[config.mk]
export PLATFORM = sky130hd
export DESIGN_NAME = gpio_port
export DESIGN_NICKNAME = d
export VERILOG_FILES = /design/src/rtl/gpio_port_pkg.sv /design/src/rtl/gpio_lock_fsm.sv /design/src/rtl/gpio_irq_detect.sv /design/src/rtl/gpio_pin_drive.sv /design/src/rtl/gpio_port.sv
export SDC_FILE = /design/constraint.sdc
export NUM_CORES = 1
export LEC_CHECK = 0
export BUFFER_PORTS_ARGS = -buffer_cell sky130_fd_sc_hd__buf_2
export CAP_MARGIN = 25
export CELL_PAD_IN_SITES_DETAIL_PLACEMENT = 2
export CELL_PAD_IN_SITES_GLOBAL_PLACEMENT = 2
export CORE_AREA = 2 2 161 202
export DETAILED_ROUTE_END_ITERATION = 8
export DIE_AREA = 0 0 163 204
export GPL_TIMING_DRIVEN = 0
export PLACE_DENSITY = 0.66
export SYNTH_ARGS = -nofsm -noshare
export SYNTH_HDL_FRONTEND = slang
export SYNTH_HIERARCHICAL = 1
export SYNTH_SLANG_ARGS = --single-unit
[constraint.sdc]
create_clock -name clk -period 6.1 [get_ports clk]
set_clock_uncertainty 0.1 [all_clocks]
set_input_delay 0.915 -clock clk [delete_from_list [all_inputs] [get_ports clk]]
set_output_delay 0.915 -clock clk [all_outputs]
set_load 0.01 [all_outputs]
[src/rtl/gpio_port_pkg.sv]
package gpio_port_pkg;

    localparam int ADDR_W = 12;

    localparam logic [ADDR_W-1:0] OFF_DIR    = 12'h400;
    localparam logic [ADDR_W-1:0] OFF_ISENSE = 12'h404;
    localparam logic [ADDR_W-1:0] OFF_IBOTH  = 12'h408;
    localparam logic [ADDR_W-1:0] OFF_IPOL   = 12'h40C;
    localparam logic [ADDR_W-1:0] OFF_IMASK  = 12'h410;
    localparam logic [ADDR_W-1:0] OFF_IRAW   = 12'h414;
    localparam logic [ADDR_W-1:0] OFF_IMSK   = 12'h418;
    localparam logic [ADDR_W-1:0] OFF_ICLR   = 12'h41C;
    localparam logic [ADDR_W-1:0] OFF_ALTFN  = 12'h420;
    localparam logic [ADDR_W-1:0] OFF_PAD0   = 12'h500;
    localparam logic [ADDR_W-1:0] OFF_LOCK   = 12'h520;
    localparam logic [ADDR_W-1:0] OFF_COMMIT = 12'h524;
    localparam logic [ADDR_W-1:0] OFF_IDTAB  = 12'hFD0;

    localparam logic [31:0] UNLOCK_KEY = 32'h0ACC_E551;

    typedef enum logic {
        ST_LOCKED = 1'b0,
        ST_OPEN   = 1'b1
    } lock_state_e;

    function automatic logic [7:0] id_byte(input logic [3:0] idx);
        logic [7:0] b;
        unique case (idx)
            4'd4:    b = 8'h61;
            4'd6:    b = 8'h18;
            4'd7:    b = 8'h01;
            4'd8:    b = 8'h0D;
            4'd9:    b = 8'hF0;
            4'd10:   b = 8'h05;
            4'd11:   b = 8'hB1;
            default: b = 8'h00;
        endcase
        return b;
    endfunction

endpackage

[src/rtl/gpio_lock_fsm.sv]
module gpio_lock_fsm
    import gpio_port_pkg::*;
(
    input  logic        clk,
    input  logic        rst_n,
    input  logic        lock_wr,
    input  logic [31:0] lock_val,
    output logic        locked
);

    lock_state_e state_q, state_d;

    always_ff @(posedge clk or negedge rst_n) begin
        if (!rst_n) state_q <= ST_LOCKED;
        else        state_q <= state_d;
    end

    always_comb begin
        state_d = state_q;
        unique case (state_q)
            ST_LOCKED: if (lock_wr && lock_val == UNLOCK_KEY) state_d = ST_OPEN;   // KEY_MATCH
            ST_OPEN:   if (lock_wr && lock_val != UNLOCK_KEY) state_d = ST_LOCKED; // KEY_MISS
            default:   state_d = ST_LOCKED;
        endcase
    end

    always_comb begin
        unique case (state_q)
            ST_OPEN: locked = 1'b0;
            default: locked = 1'b1;
        endcase
    end

endmodule

[src/rtl/gpio_irq_detect.sv]
module gpio_irq_detect #(
    parameter int PINS = 8
) (
    input  logic            clk,
    input  logic            rst_n,
    input  logic [PINS-1:0] pin_in,
    input  logic [PINS-1:0] dir,
    input  logic [PINS-1:0] level_sel,
    input  logic [PINS-1:0] both_sel,
    input  logic [PINS-1:0] pol_sel,
    input  logic            clr_wr,
    input  logic [PINS-1:0] clr_bits,
    output logic [PINS-1:0] raw_st
);

    for (genvar g = 0; g < PINS; g++) begin : g_pin
        logic s1_q, s2_q, prev_q, hit;

        always_ff @(posedge clk or negedge rst_n) begin
            if (!rst_n) begin
                s1_q   <= 1'b0;
                s2_q   <= 1'b0;
                prev_q <= 1'b0;
            end else begin
                s1_q   <= pin_in[g];
                s2_q   <= s1_q;
                prev_q <= s2_q;
            end
        end

        always_comb begin
            if (level_sel[g])     hit = (s2_q == pol_sel[g]);
            else if (both_sel[g]) hit = s2_q ^ prev_q;
            else if (pol_sel[g])  hit = s2_q & ~prev_q;
            else                  hit = ~s2_q & prev_q;
        end

        always_ff @(posedge clk or negedge rst_n) begin
            if (!rst_n) raw_st[g] <= 1'b0;
            else        raw_st[g] <= (raw_st[g] & ~(clr_wr & clr_bits[g])) | (hit & ~dir[g]);
        end
    end

endmodule

[src/rtl/gpio_pin_drive.sv]
module gpio_pin_drive #(
    parameter int PINS = 8
) (
    input  logic            clk,
    input  logic            rst_n,
    input  logic [PINS-1:0] data,
    input  logic [PINS-1:0] dir,
    output logic [PINS-1:0] pin_out,
    output logic [PINS-1:0] pin_changed
);

    for (genvar g = 0; g < PINS; g++) begin : g_pin
        logic last_q;

        assign pin_out[g] = dir[g] ? data[g] : 1'b1;

        always_ff @(posedge clk or negedge rst_n) begin
            if (!rst_n) last_q <= 1'b1;
            else        last_q <= pin_out[g];
        end

        assign pin_changed[g] = last_q ^ pin_out[g];
    end

endmodule

[src/rtl/gpio_port.sv]
module gpio_port
    import gpio_port_pkg::*;
#(
    parameter int PINS = 8,
    parameter int DW   = 32
) (
    input  logic              clk,
    input  logic              rst_n,
    input  logic [ADDR_W-1:0] bus_addr,
    input  logic              bus_wr,
    input  logic              bus_rd,
    input  logic [DW-1:0]     bus_wdata,
    output logic [DW-1:0]     bus_rdata,
    input  logic [PINS-1:0]   pin_in,
    output logic [PINS-1:0]   pin_out,
    output logic [PINS-1:0]   pin_changed,
    output logic              irq
);

    localparam int DATA_TOP = PINS + 2;
    localparam int NPAD     = 8;
    localparam int PAD_LSB  = $clog2(NPAD) + 2;

    logic [PINS-1:0] dir_q, data_q, isense_q, iboth_q, ipol_q, im_q, altfn_q, cr_q;
    logic [PINS-1:0] pad_q [NPAD];
    logic [PINS-1:0] raw_st, wd, sel, wmask, af_mask, rd_val;
    logic [ADDR_W-1:0] word_addr, id_off;
    logic in_data, in_pad, in_id, locked, lock_wr, clr_wr;
    logic [$clog2(NPAD)-1:0] pad_idx;

    assign word_addr = {bus_addr[ADDR_W-1:2], 2'b00};
    assign in_data   = (bus_addr[ADDR_W-1:DATA_TOP] == '0);
    assign in_pad    = (bus_addr[ADDR_W-1:PAD_LSB] == OFF_PAD0[ADDR_W-1:PAD_LSB]);
    assign in_id     = (bus_addr >= OFF_IDTAB);
    assign pad_idx   = bus_addr[PAD_LSB-1:2];
    assign id_off    = bus_addr - OFF_IDTAB;
    assign sel       = bus_addr[DATA_TOP-1:2];
    assign wd        = bus_wdata[PINS-1:0];
    assign wmask     = sel & dir_q;
    assign af_mask   = locked ? cr_q : '1;
    assign lock_wr   = bus_wr && (word_addr == OFF_LOCK);
    assign clr_wr    = bus_wr && (word_addr == OFF_ICLR);

    gpio_lock_fsm u_lock (
        .clk      (clk),
        .rst_n    (rst_n),
        .lock_wr  (lock_wr),
        .lock_val (bus_wdata),
        .locked   (locked)
    );

    gpio_irq_detect #(.PINS(PINS)) u_irq (
        .clk       (clk),
        .rst_n     (rst_n),
        .pin_in    (pin_in),
        .dir       (dir_q),
        .level_sel (isense_q),
        .both_sel  (iboth_q),
        .pol_sel   (ipol_q),
        .clr_wr    (clr_wr),
        .clr_bits  (wd),
        .raw_st    (raw_st)
    );

    gpio_pin_drive #(.PINS(PINS)) u_drive (
        .clk         (clk),
        .rst_n       (rst_n),
        .data        (data_q),
        .dir         (dir_q),
        .pin_out     (pin_out),
        .pin_changed (pin_changed)
    );

    always_ff @(posedge clk or negedge rst_n) begin
        if (!rst_n) begin
            dir_q    <= '0;
            data_q   <= '0;
            isense_q <= '0;
            iboth_q  <= '0;
            ipol_q   <= '0;
            im_q     <= '0;
            altfn_q  <= '0;
            cr_q     <= '1;
            for (int i = 0; i < NPAD; i++) pad_q[i] <= '0;
        end else if (bus_wr) begin
            if (in_data) begin
                data_q <= (data_q & ~wmask) | (wd & wmask);
            end else if (in_pad) begin
                pad_q[pad_idx] <= wd;
            end else begin
                case (word_addr)
                    OFF_DIR:    dir_q    <= wd;
                    OFF_ISENSE: isense_q <= wd;
                    OFF_IBOTH:  iboth_q  <= wd;
                    OFF_IPOL:   ipol_q   <= wd;
                    OFF_IMASK:  im_q     <= wd;
                    OFF_ALTFN:  altfn_q  <= (altfn_q & ~af_mask) | (wd & af_mask);
                    OFF_COMMIT: if (!locked) cr_q <= wd;
                    default:    ;
                endcase
            end
        end
    end

    always_comb begin
        rd_val = '0;
        if (in_data) begin
            rd_val = data_q & sel;
        end else if (in_id) begin
            rd_val = PINS'(id_byte(id_off[5:2]));
        end else if (in_pad) begin
            rd_val = pad_q[pad_idx];
        end else begin
            case (word_addr)
                OFF_DIR:    rd_val = dir_q;
                OFF_ISENSE: rd_val = isense_q;
                OFF_IBOTH:  rd_val = iboth_q;
                OFF_IPOL:   rd_val = ipol_q;
                OFF_IMASK:  rd_val = im_q;
                OFF_IRAW:   rd_val = raw_st;
                OFF_IMSK:   rd_val = raw_st & im_q;
                OFF_ALTFN:  rd_val = altfn_q;
                OFF_LOCK:   rd_val = {{(PINS-1){1'b0}}, locked};
                OFF_COMMIT: rd_val = cr_q;
                default:    rd_val = '0;
            endcase
        end
    end

    assign bus_rdata = bus_rd ? {{(DW-PINS){1'b0}}, rd_val} : '0;
    assign irq       = |(raw_st & im_q);

endmodule

* Yosys cells after proc, flatten, opt, wreduce, memory -nomap -nowiden
Cells that the tools add are included. Widths: inputs -> output; s select.
Storage, ports and cells: bits in registers 169, bits of input ports 56, output and inout bits 49, logic and storage cells 266
Operators by class: $add $sub $neg 1, magnitude comparators 3, equal/unequal tests 29, mux-type cells 49, bitwise gates (word level) 111, reduce and logical (&&, ||, !) cells 16
Operator list (count):
- $eq 10x9->1 const B | 11
- $pmux 8 s10 | 1
- $bwmux 64 | 1
- $mux 8 | 8
- $and 8x8->8 | 7
- $pmux 8 s7 | 1
- $and 1x1->1 | 40
- $mux 1 | 35
- $not 1->1 | 35
- $eq 32x28->1 const B | 1
- $ne 32x28->1 const B | 1
- $bmux 8 s3 | 1
- $demux 8 s3 | 1
- $reduce_and 4->1 | 6
- $eq 4x4->1 const B | 4
- $not 8->8 | 2
- $or 8x8->8 | 2
- $xor 1x1->1 | 16
- $eq 4x3->1 const B | 3
- $ge 12x12->1 const B | 1
- $eq 1x1->1 | 8
- $or 1x1->1 | 8
- $reduce_or 8->1 | 1
- $eq 7x6->1 const B | 1
- 10 further kinds | 14

* Depth between registers and ports, before layout
Gate-level depths: netlist of run 1.
depth after elaboration 8, gate-level depth with buffers 10

* Modules after synthesis
The synthesis of run 1 kept the hierarchy.
By module, submodules not included:
- gpio_port | instances 1, cells each 570, area an instance 6910.4 um^2, sequential area each 3213.1 um^2
- gpio_irq_detect | instances 1, cells each 129, area an instance 1486.4 um^2, sequential area each 800.8 um^2
- gpio_pin_drive | instances 1, cells each 24, area an instance 450.4 um^2, sequential area each 210.2 um^2
- gpio_lock_fsm | instances 1, cells each 15, area an instance 152.6 um^2, sequential area each 25.0 um^2

* Worst setup path after synthesis of run 1
Ideal clock, no wire load.
path kind input-to-output, from input port bus_addr[4], to output port bus_rdata[3], data arrival time 2.664 ns, path slack 2.421 ns, stages on the path 6, path through clkbuf_1 > clkbuf_1 > buf_2 > buf_1 > a211oi_1 > o41ai_1
Between the ends: longest elaborated chain between the ends 8, elaborated cells between the ends (all ways) 29
RTL lines:
- start, declared | RTL line gpio_port.sv:9 | input logic [ADDR_W-1:0] bus_addr,
- parallel branches: the longest is 5 deep, another holds $sub 6x5->6
- $mux 8 (*) | RTL line gpio_port.sv:109 | end else if (in_id) begin
- $mux 8 (*) | RTL line gpio_port.sv:107 | if (in_data) begin
- $mux 8 (*) | RTL line gpio_port.sv:130 | assign bus_rdata = bus_rd ? {{(DW-PINS){1'b0}}, rd_val} : '0;
- end, declared | RTL line gpio_port.sv:13 | output logic [DW-1:0] bus_rdata,
Every way passes the cells marked *. The select of a mux whose other input is x is not followed.

* Worst setup path in the final report of run 1
Ends and elaborated chain as after synthesis.

==> impl_metrics.yaml, run 1 <==
run_status:
  outcome: "complete, no violations"
global_routing:
  grt_pass1_vias: 7127
  grt_util_all_layers_pct: 19.1
  antenna_found_initial: 0
  grt_max_degree: 93
  grt_pass1_wl_um: 46500
  overflow: 0
critical_path:
  cp_data_required_time_ps: 5080
  cp_num_buf_inv: 5
  arrival_ps: 3990
  end_kind: "output pin"
  cp_slowest_cell: "buf_1"
  slowest_delay_ps: 650
  path_delay_family: "buffers and inverters"
  startpoint_type: "input pin"
  path_max_fanout: 10
  critPathKind: "input pin to output pin"
  crit_chain: "clkbuf_1, clkbuf_1, buf_2, buf_1, a211oi_1, o41ai_1, buf_2"
clock_network:
  cts_tree: "yes"
  post_cts_buffers: 0
  cts_resized: 0
  root_buffer: "clkbuf_16"
  clk_latency_ps: 440
  clk_pin_slew_worst_paths_ps: 60
  cts_buffers: 17
  cts.sinks: 169
  cts_max_path_buffers: 2
  cts_max_level: 4
  cts_hold_buf: 0
placement:
  hpwl_um: 21800
  io_buffers: 73
  dp.cells: 1247
  globalplace.congestion: 0.842
  dp_slack_ps: 1160
drt:
  drc: 0
  wl_per_cell_um: 23.7
  firstDrtPassIters: 5
  ant_nets: 0
  num_vias: 6582
  vias_per_cell: 5.15
  drtIter0Drc: 334
  routed_wl_um: 30300
timing:
  period_share_pct: 82.0
  slew_viol_final: 0
  post-route-min-period_ps: 5000
  fmax_mhz: 200
  fin_tns_setup_ps: 0
  hold-worst-slack_ps: 250
  rsz0062_at_grt: "false"
  layout_setup_ws_ps: 1100
  worst_pin_slew_ps: 1050
  setup_viol: 0
  maxSlewHeadroom_pct: 29.8
  hold_viol: 0
synth:
  synth-seq-area-share_pct: 47.2
  synth_compound_area_share_pct: 7.95
  syn-cell-area_um2: 9000
  synth_warnings: 6
  synth_top_family_by_area: "multiplexers"
  synth_top_cells_by_area: "dfrtp_1, mux2_2, dfstp_2"
  synthArstFlopShare_pct: 100
  avgSynthCellArea_um2: 12.2
  yosys-mux-area-fraction_pct: 23.6
  synth-adder-area-share_pct: 2.22
  netlist_instances: 738
  synthXorXnorAreaFrac_pct: 2.22
  yosysTopAreaCell: "dfrtp_1"
  synth_cell_types: 69
  synthSimpleGateAreaFrac_pct: 11.3
  synth.top_cell.area_share_pct: 42.5
  synth.ff_latch_count: 169
  synth_edf_count: 0
  ys.flop_type: "dfrtp_1"
power:
  p_leak_uw: 0.00473
  powerDensity_nw_per_um2: 241
  power_uw: 2570
  peakVddDrop_mv: 0.195
final_layout:
  n_antenna_cell: 0
  area_delta_synth_final_pct: 18.3
  final_cells: 1279
  fillers: 3319
  drive_gt1_share_pct: 38.6
  nets: 926
floorplan:
  num_io_pins: 105
  die_y_um: 204
  core-area_um2: 31500
  die_width_um: 163
  rows: 73
  start_util_pct: 28.6
  die_area_um2: 33300
flow_run:
  drv_cap: 0
min_path:
  hold_class: "flop to flop"
## cell families (layout without fill, tap and decap cells)
| kind of cell | after synthesis | count (layout) |
|---|---|---|
| flops | 169 | 169 |
| xor+xnor | 16 | 16 |
| buf+inv | 103 | 209 |
| fa+ha+maj | 16 | 16 |
| mux | 172 | 172 |
| other cells | 1 | 24 |
| simple gates | 157 | 157 |
| compound gates | 104 | 104 |
## synthesized netlist by cell type, types with 3 or more instances
cell	n
a211oi_1	14
a21oi_1	17
a221oi_1	4
a22oi_1	4
a31oi_1	8
a32oi_1	11
and2_1	4
and4b_1	3
and4bb_2	3
buf_1	5
buf_2	7
buf_4	25
clkbuf_1	28
dfrtp_1	153
dfstp_2	16
ha_1	16
inv_1	37
mux2_1	8
mux2_2	133
mux2i_1	13
mux4_2	18
nand2_1	43
nand2b_1	8
nand2b_4	8
nand3_1	22
nand4_1	8
nor2_1	13
nor2b_1	9
nor3_1	6
nor3b_1	3
o211ai_1	8
o21a_1	3
o21ai_0	10
o21ai_1	8
o221ai_1	3
or4_1	4
xnor2_1	8
xor2_2	8
## final timing paths
path | from | endpoint | slack, ps | cells after the start
setup / recovery | bus_addr[4] | bus_rdata[3] | 1100 | 7
hold / removal | u_irq/g_pin[1].s1_q | u_irq/g_pin[1].s2_q | 250 | 0
setup reg to reg | flop | cr_q[2] | 4210 | 4
max in group asynchronous | rst_n | u_drive/g_pin[6].last_q | 4640 | 2
min in group asynchronous | rst_n | u_irq/g_pin[3].prev_q | 340 | 1
hold reg to reg | u_irq/g_pin[1].s1_q | u_irq/g_pin[1].s2_q | 250 | 0
## stage by stage
step | utilization, % | cell area, um^2
global route | 33.8 | 10600
floorplan | - | 9090
CTS | 33.8 | 10600
finish | 33.8 | 10600
detailed placement | 31.7 | 10000
global placement | 31.6 | 9970
## power breakdown
part | switching [uW] | internal [uW] | leakage (uW) | total [uW]
clock network | 469 | 729 | 0.000306 | 1200
logic | 141 | 74.3 | 0.00222 | 215
registers | 14.3 | 1140 | 0.00220 | 1150
## area by class of cell
class                      instances  area [um^2]  area share (%)
clock buffer                      21          440            4.14
multi-input combinational        489         4350            40.8
buffer                            66          352            3.30
inverter                          37          139            1.30
sequential                       169         4250            39.9
clock inverter                    11          198            1.86
tap                              412          515            4.84
timing repair buffer              74          403            3.79
## metal layers
layer | GRT usage, % | up-vias | part of all wire (%)
met4 | 8.09 | 0 | 3.6
met5 | 0 | - | 0
met3 | 2.56 | 56 | 3.4
met2 | 32.9 | 185 | 51
li1 | - | 2852 | -
met1 | 23.9 | 3489 | 42
## placed cells by master, fill, tap and decap left out, drive strengths merged, types with 11 or more instances in the layout
cell type  count
nand2         43
o21ai         18
clkbuf        50
conb          24
a211oi        14
dfrtp        153
dfstp         16
nand2b        16
inv           38
mux2i         13
nor2          15
a21oi         17
mux2         141
mux4          18
buf          111
a32oi         11
nand3         22
ha            16
No activity file was read; power rests on OpenSTA's default activity.
==> run 2: changes to the inputs <==
- ABC_AREA: unset -> 1
- PLACE_DENSITY: 0.66 -> 0.74
- clock period: 6.1 -> 5 ns (I/O delays scaled with it)
==> impl_metrics.yaml, run 2 <==
global_routing:
  use_met2_pct: 41.8
  grtUsageMet1_pct: 26.2
  grt_pass1_vias: 9485
  grt_pass1_wl_um: 55800
  grt_max_degree: 110
  use_met3_pct: 2.86
  grt_util_all_layers_pct: 22.4
  antenna_found_initial: 0
  grt-busiest-layer: "met2"
  overflow: 0
floorplan:
  die_width_um: 163
  start_util_pct: 28.4
  core-area_um2: 31500
  num_io_pins: 105
  rows: 73
  die_y_um: 204
  die_area_um2: 33300
timing:
  maxSlewHeadroom_pct: 31.5
  rsz0062_at_grt: "false"
  post-route-min-period_ps: 4310
  hold-worst-slack_ps: 101
  fin_tns_setup_ps: 0
  slew_viol_final: 0
  hold_viol: 0
  setup_viol: 0
  worst_pin_slew_ps: 1020
  layout_setup_ws_ps: 689
  period_share_pct: 86.2
  fmax_mhz: 232
final_layout:
  n_antenna_cell: 0
  area_delta_synth_final_pct: 17.9
  fillers: 3779
  drive_gt1_share_pct: 14.4
  nets: 1388
  final_common_cell: "nand2_1"
  layout_common_cells: "nand2_1, dfrtp_1, inv_1"
synth:
  synth_cell_types: 32
  synth_top_cells_by_area: "dfrtp_1, nand2_1, o21ai_0"
  yosys-top-cells-count: "nand2_1, dfrtp_1, inv_1, o21ai_0, nand3_1"
  ys.flop_type: "dfrtp_1"
  synthArstFlopShare_pct: 100
  yosysMostFrequentCell: "nand2_1"
  avgSynthCellArea_um2: 7.49
  synth.top_cell.area_share_pct: 42.8
  synth_warnings: 6
  synth.ff_latch_count: 169
  netlist_instances: 1194
  synth_edf_count: 0
  syn-cell-area_um2: 8940
  synth-seq-area-share_pct: 47.5
  yosysTopAreaCell: "dfrtp_1"
drt:
  drtIter0Drc: 558
  firstDrtPassIters: 5
  routed_wl_um: 35600
  drc: 0
  ant_nets: 0
  vias_per_cell: 4.94
  num_vias: 8604
  wl_per_cell_um: 20.4
placement:
  hpwl_um: 26700
  io_buffers: 78
  dp_slack_ps: 695
  globalplace.congestion: 0.867
min_path:
  hold_class: "input pin to asynchronous set/reset pin"
critical_path:
  cp_slowest_cell: "nor2_1"
  cp_data_required_time_ps: 4150
  path_delay_family: "simple AND/OR/NAND/NOR gates"
  cp_num_buf_inv: 4
  path_common_cell: "nand3_1"
  slowest_delay_ps: 540
  reg2reg_to: "cr_q[1]"
  startpoint_type: "input pin"
  arrival_ps: 3460
  crit_chain: "buf_2, inv_1, nand2_1, nor2_1, clkbuf_1, nand3_1, nand3_1, nor2_1, nand3_1, nand2_1, a21oi_1, buf_2"
  regToRegSetupSlack_ps: 3400
  path_max_fanout: 10
  ff2ff_path_depth: 5
  end_kind: "output pin"
  critPathKind: "input pin to output pin"
clock_network:
  clk_pin_slew_worst_paths_ps: 70
  cts_buffers: 17
  clk_latency_ps: 450
  cts.sinks: 169
  root_buffer: "clkbuf_16"
  cts_tree: "yes"
  cts_max_path_buffers: 2
  cts_hold_buf: 0
  post_cts_buffers: 0
  cts_max_level: 4
  cts_resized: 0
power:
  p_leak_uw: 0.00513
  peakVddDrop_mv: 0.228
  powerDensity_nw_per_um2: 286
run_status:
  outcome: "complete, no violations"
flow_run:
  drv_cap: 0
-- run 2: kinds of logic after synthesis --
logic type / count (synthesis) / synth area share, %
compound gates: 181 / 10.6
fa+ha+maj: 16 / 2.24
buf+inv: 219 / 10.3
other cells: 1 / 0.0419
flops: 169 / 47.5
simple gates: 608 / 29.2
-- run 2: report_power, final --
| group | switching [uW] | internal, uW |
|---|---|---|
| sequential | 21.3 | 1390 |
| clock | 674 | 657 |
| combinational | 191 | 83.3 |
-- run 2: how the worst max path moves through the flow --
| stage | startpoint | to | slack (ps) | depth (start not counted) |
|---|---|---|---|---|
| after floorplan | bus_addr[6] | bus_rdata[4] | 2010 | 11 |
| after global placement | rst_n | pad_q[40] | 150 | 1 |
| after detailed placement | bus_addr[2] | bus_rdata[3] | 700 | 12 |
| after CTS | bus_addr[2] | bus_rdata[3] | 680 | 12 |
| after global routing | bus_addr[2] | bus_rdata[3] | 480 | 12 |
| final | bus_addr[3] | bus_rdata[6] | 690 | 12 |
-- run 2: cell type report --
type	count	area [um^2]	area share (%)
timing repair buffer	80	435	4.13
multi-input combinational	829	3850	36.6
tap	412	515	4.89
buffer	66	350	3.33
sequential	169	4250	40.3
inverter	153	574	5.45
clock inverter	15	134	1.27
clock buffer	17	425	4.04
-- run 2: metal layers --
metal	wire [um]	vias up
met5	0	-
met4	1020	0
met3	1120	47
met2	19100	162
met1	14300	4393
li1	-	4002
-- run 2: metrics by stage --
stage / instances / util [%] / area (um^2) / power (uW)
6_report: 1741 / 33.4 / 10500 / 3020
2_1_floorplan: 1217 / - / 9030 / 1570
4_1_cts: 1740 / 33.4 / 10500 / 3050
3_5_place_dp: 1708 / 31.6 / 9970 / 1720
5_1_grt: 1741 / 33.4 / 10500 / 3140
3_3_place_gp: 1707 / 31.5 / 9930 / 1700
==> run 3: changes to the inputs <==
==> constraint.sdc (replaced) <==
create_clock -name clk -period 5 [get_ports clk]
set_clock_uncertainty 0.1 [all_clocks]
set_input_delay 1.25 -clock clk [delete_from_list [all_inputs] [get_ports clk]]
set_output_delay 1.25 -clock clk [all_outputs]
set_load 0.01 [all_outputs]
==> impl_metrics.yaml, run 3 (same netlist as run 2, synthesis figures left out) <==
critical_path:
  arrival_ps: 3620
  slowest_delay_ps: 640
  startpoint_type: "input pin"
  path_max_fanout: 9
  ff2ff_path_depth: 5
  end_kind: "output pin"
  cp_num_buf_inv: 2
  cp_data_required_time_ps: 3650
  path_common_cell: "nor2_1"
  path_delay_family: "simple AND/OR/NAND/NOR gates"
  critPathKind: "input pin to output pin"
  crit_chain: "buf_2, nor2_1, nand2_1, nor2_1, nand3b_1, nand3_1, nor2_1, nand3_1, nand2_1, a21oi_1, buf_2"
  cp_slowest_cell: "nor2_1"
  worstSetupPathDepth: 11
drt:
  routed_wl_um: 35600
  drtIter0Drc: 616
  vias_per_cell: 4.94
  wl_per_cell_um: 20.5
  ant_nets: 0
  drc: 0
  num_vias: 8601
  firstDrtPassIters: 5
timing:
  setup_viol: 0
  worst_pin_slew_ps: 817
  period_share_pct: 99.3
  post-route-min-period_ps: 4970
  fmax_mhz: 201
  rsz0062_at_grt: "false"
  slew_viol_final: 0
  maxSlewHeadroom_pct: 45.5
  hold_viol: 0
  layout_setup_ws_ps: 34.0
clock_network:
  cts_hold_buf: 0
  cts_tree: "yes"
  clk_pin_slew_worst_paths_ps: 70
  cts_resized: 8
  cts_buffers: 17
  root_buffer: "clkbuf_16"
  cts.sinks: 169
  clk_latency_ps: 450
  cts_max_level: 4
  cts_max_path_buffers: 2
  post_cts_buffers: 0
power:
  power_frac_clock_pct: 44.0
  p_int_uw: 2130
  pwr-share-comb_pct: 9.2
  powerDensity_nw_per_um2: 286
  p_sw_uw: 885
  p_leak_uw: 0.00516
  switching_share_pct: 29.3
  seq_power_share_pct: 46.8
  power_uw: 3020
  peakVddDrop_mv: 0.227
floorplan:
  rows: 73
  num_io_pins: 105
  die_area_um2: 33300
  die_y_um: 204
  die_width_um: 163
  start_util_pct: 28.4
  core-area_um2: 31500
final_layout:
  layout_common_cells: "nand2_1, dfrtp_1, inv_1"
  drive_gt1_share_pct: 15.7
  final_common_cell: "nand2_1"
  n_antenna_cell: 0
  nets: 1387
  area_delta_synth_final_pct: 18.2
  final_cells: 1740
global_routing:
  antenna_found_initial: 0
  overflow: 0
  grt_pass1_wl_um: 55800
  grt_pass1_vias: 9491
  grt_max_degree: 110
  grt_util_all_layers_pct: 22.4
placement:
  io_buffers: 78
  hpwl_um: 26700
  globalplace.congestion: 0.867
  dp_slack_ps: -305
  dp.cells: 1708
run_status:
  outcome: "complete, no violations"
flow_run:
  drv_cap: 0
min_path:
  min_path_cells: 0
  hold_class: "flop to flop"
==> run 3: cell count changes in the layout (fill, tap and decap cells not counted) <==
cell	delta
nor4_4	+1
nor2_1	-5
nor2_2	+4
buf_4	-1
nor2_4	+1
nor4_2	-1
clkbuf_1	-12
clkbuf_2	+12
==> run 3: final timing paths <==
check / slack, ps / from / end
max in group asynchronous: 3250 / rst_n / pad_q[41]
max: 30 / bus_addr[3] / bus_rdata[0]
min: 250 / u_irq/g_pin[5].s1_q / u_irq/g_pin[5].s2_q
min reg2reg: 250 / u_irq/g_pin[5].s1_q / u_irq/g_pin[5].s2_q
min in group asynchronous: 610 / rst_n / u_irq/g_pin[4].s1_q
max reg2reg: 3410 / flop / cr_q[1]
==> run 3: metrics by stage <==
stage / hold WS (ps) / utilization (%) / setup TNS, ps / area (um^2)
floorplan: 231 / - / 0 / 9030
global placement: 232 / 31.5 / -50720 / 9930
detailed placement: 237 / 31.6 / -1670 / 9970
CTS: 253 / 33.5 / 0 / 10500
global route: 266 / 33.5 / 0 / 10600
finish: 249 / 33.5 / 0 / 10600
==> run 3: area by class of cell <==
| type | count | area [um^2] |
|---|---|---|
| clock inverter | 15 | 134 |
| buffer | 66 | 365 |
| sequential | 169 | 4250 |
| tap | 412 | 515 |
| inverter | 153 | 574 |
| clock buffer | 17 | 425 |
| multi-input combinational | 829 | 3880 |
| fill | 3772 | 20900 |
| timing repair buffer | 79 | 428 |
==> run 3: power groups by stage <==
stage,Combinational [uW],Clock [uW],Sequential (uW)
after floorplan,140,0,1430
final,277,1330,1410
after global placement,265,0,1440
after detailed placement,277,0,1440
after CTS,280,1360,1410
after global routing,311,1410,1420
==> run 3: per-layer routing <==
layer  share of wire (%)  up-vias  track usage, %
met5                   0        -               0
met4                 2.9        0            7.59
met3                 3.1       48            2.80
met2                  54      170            41.9
met1                  40     4383            26.2
li1                    -     4000               -
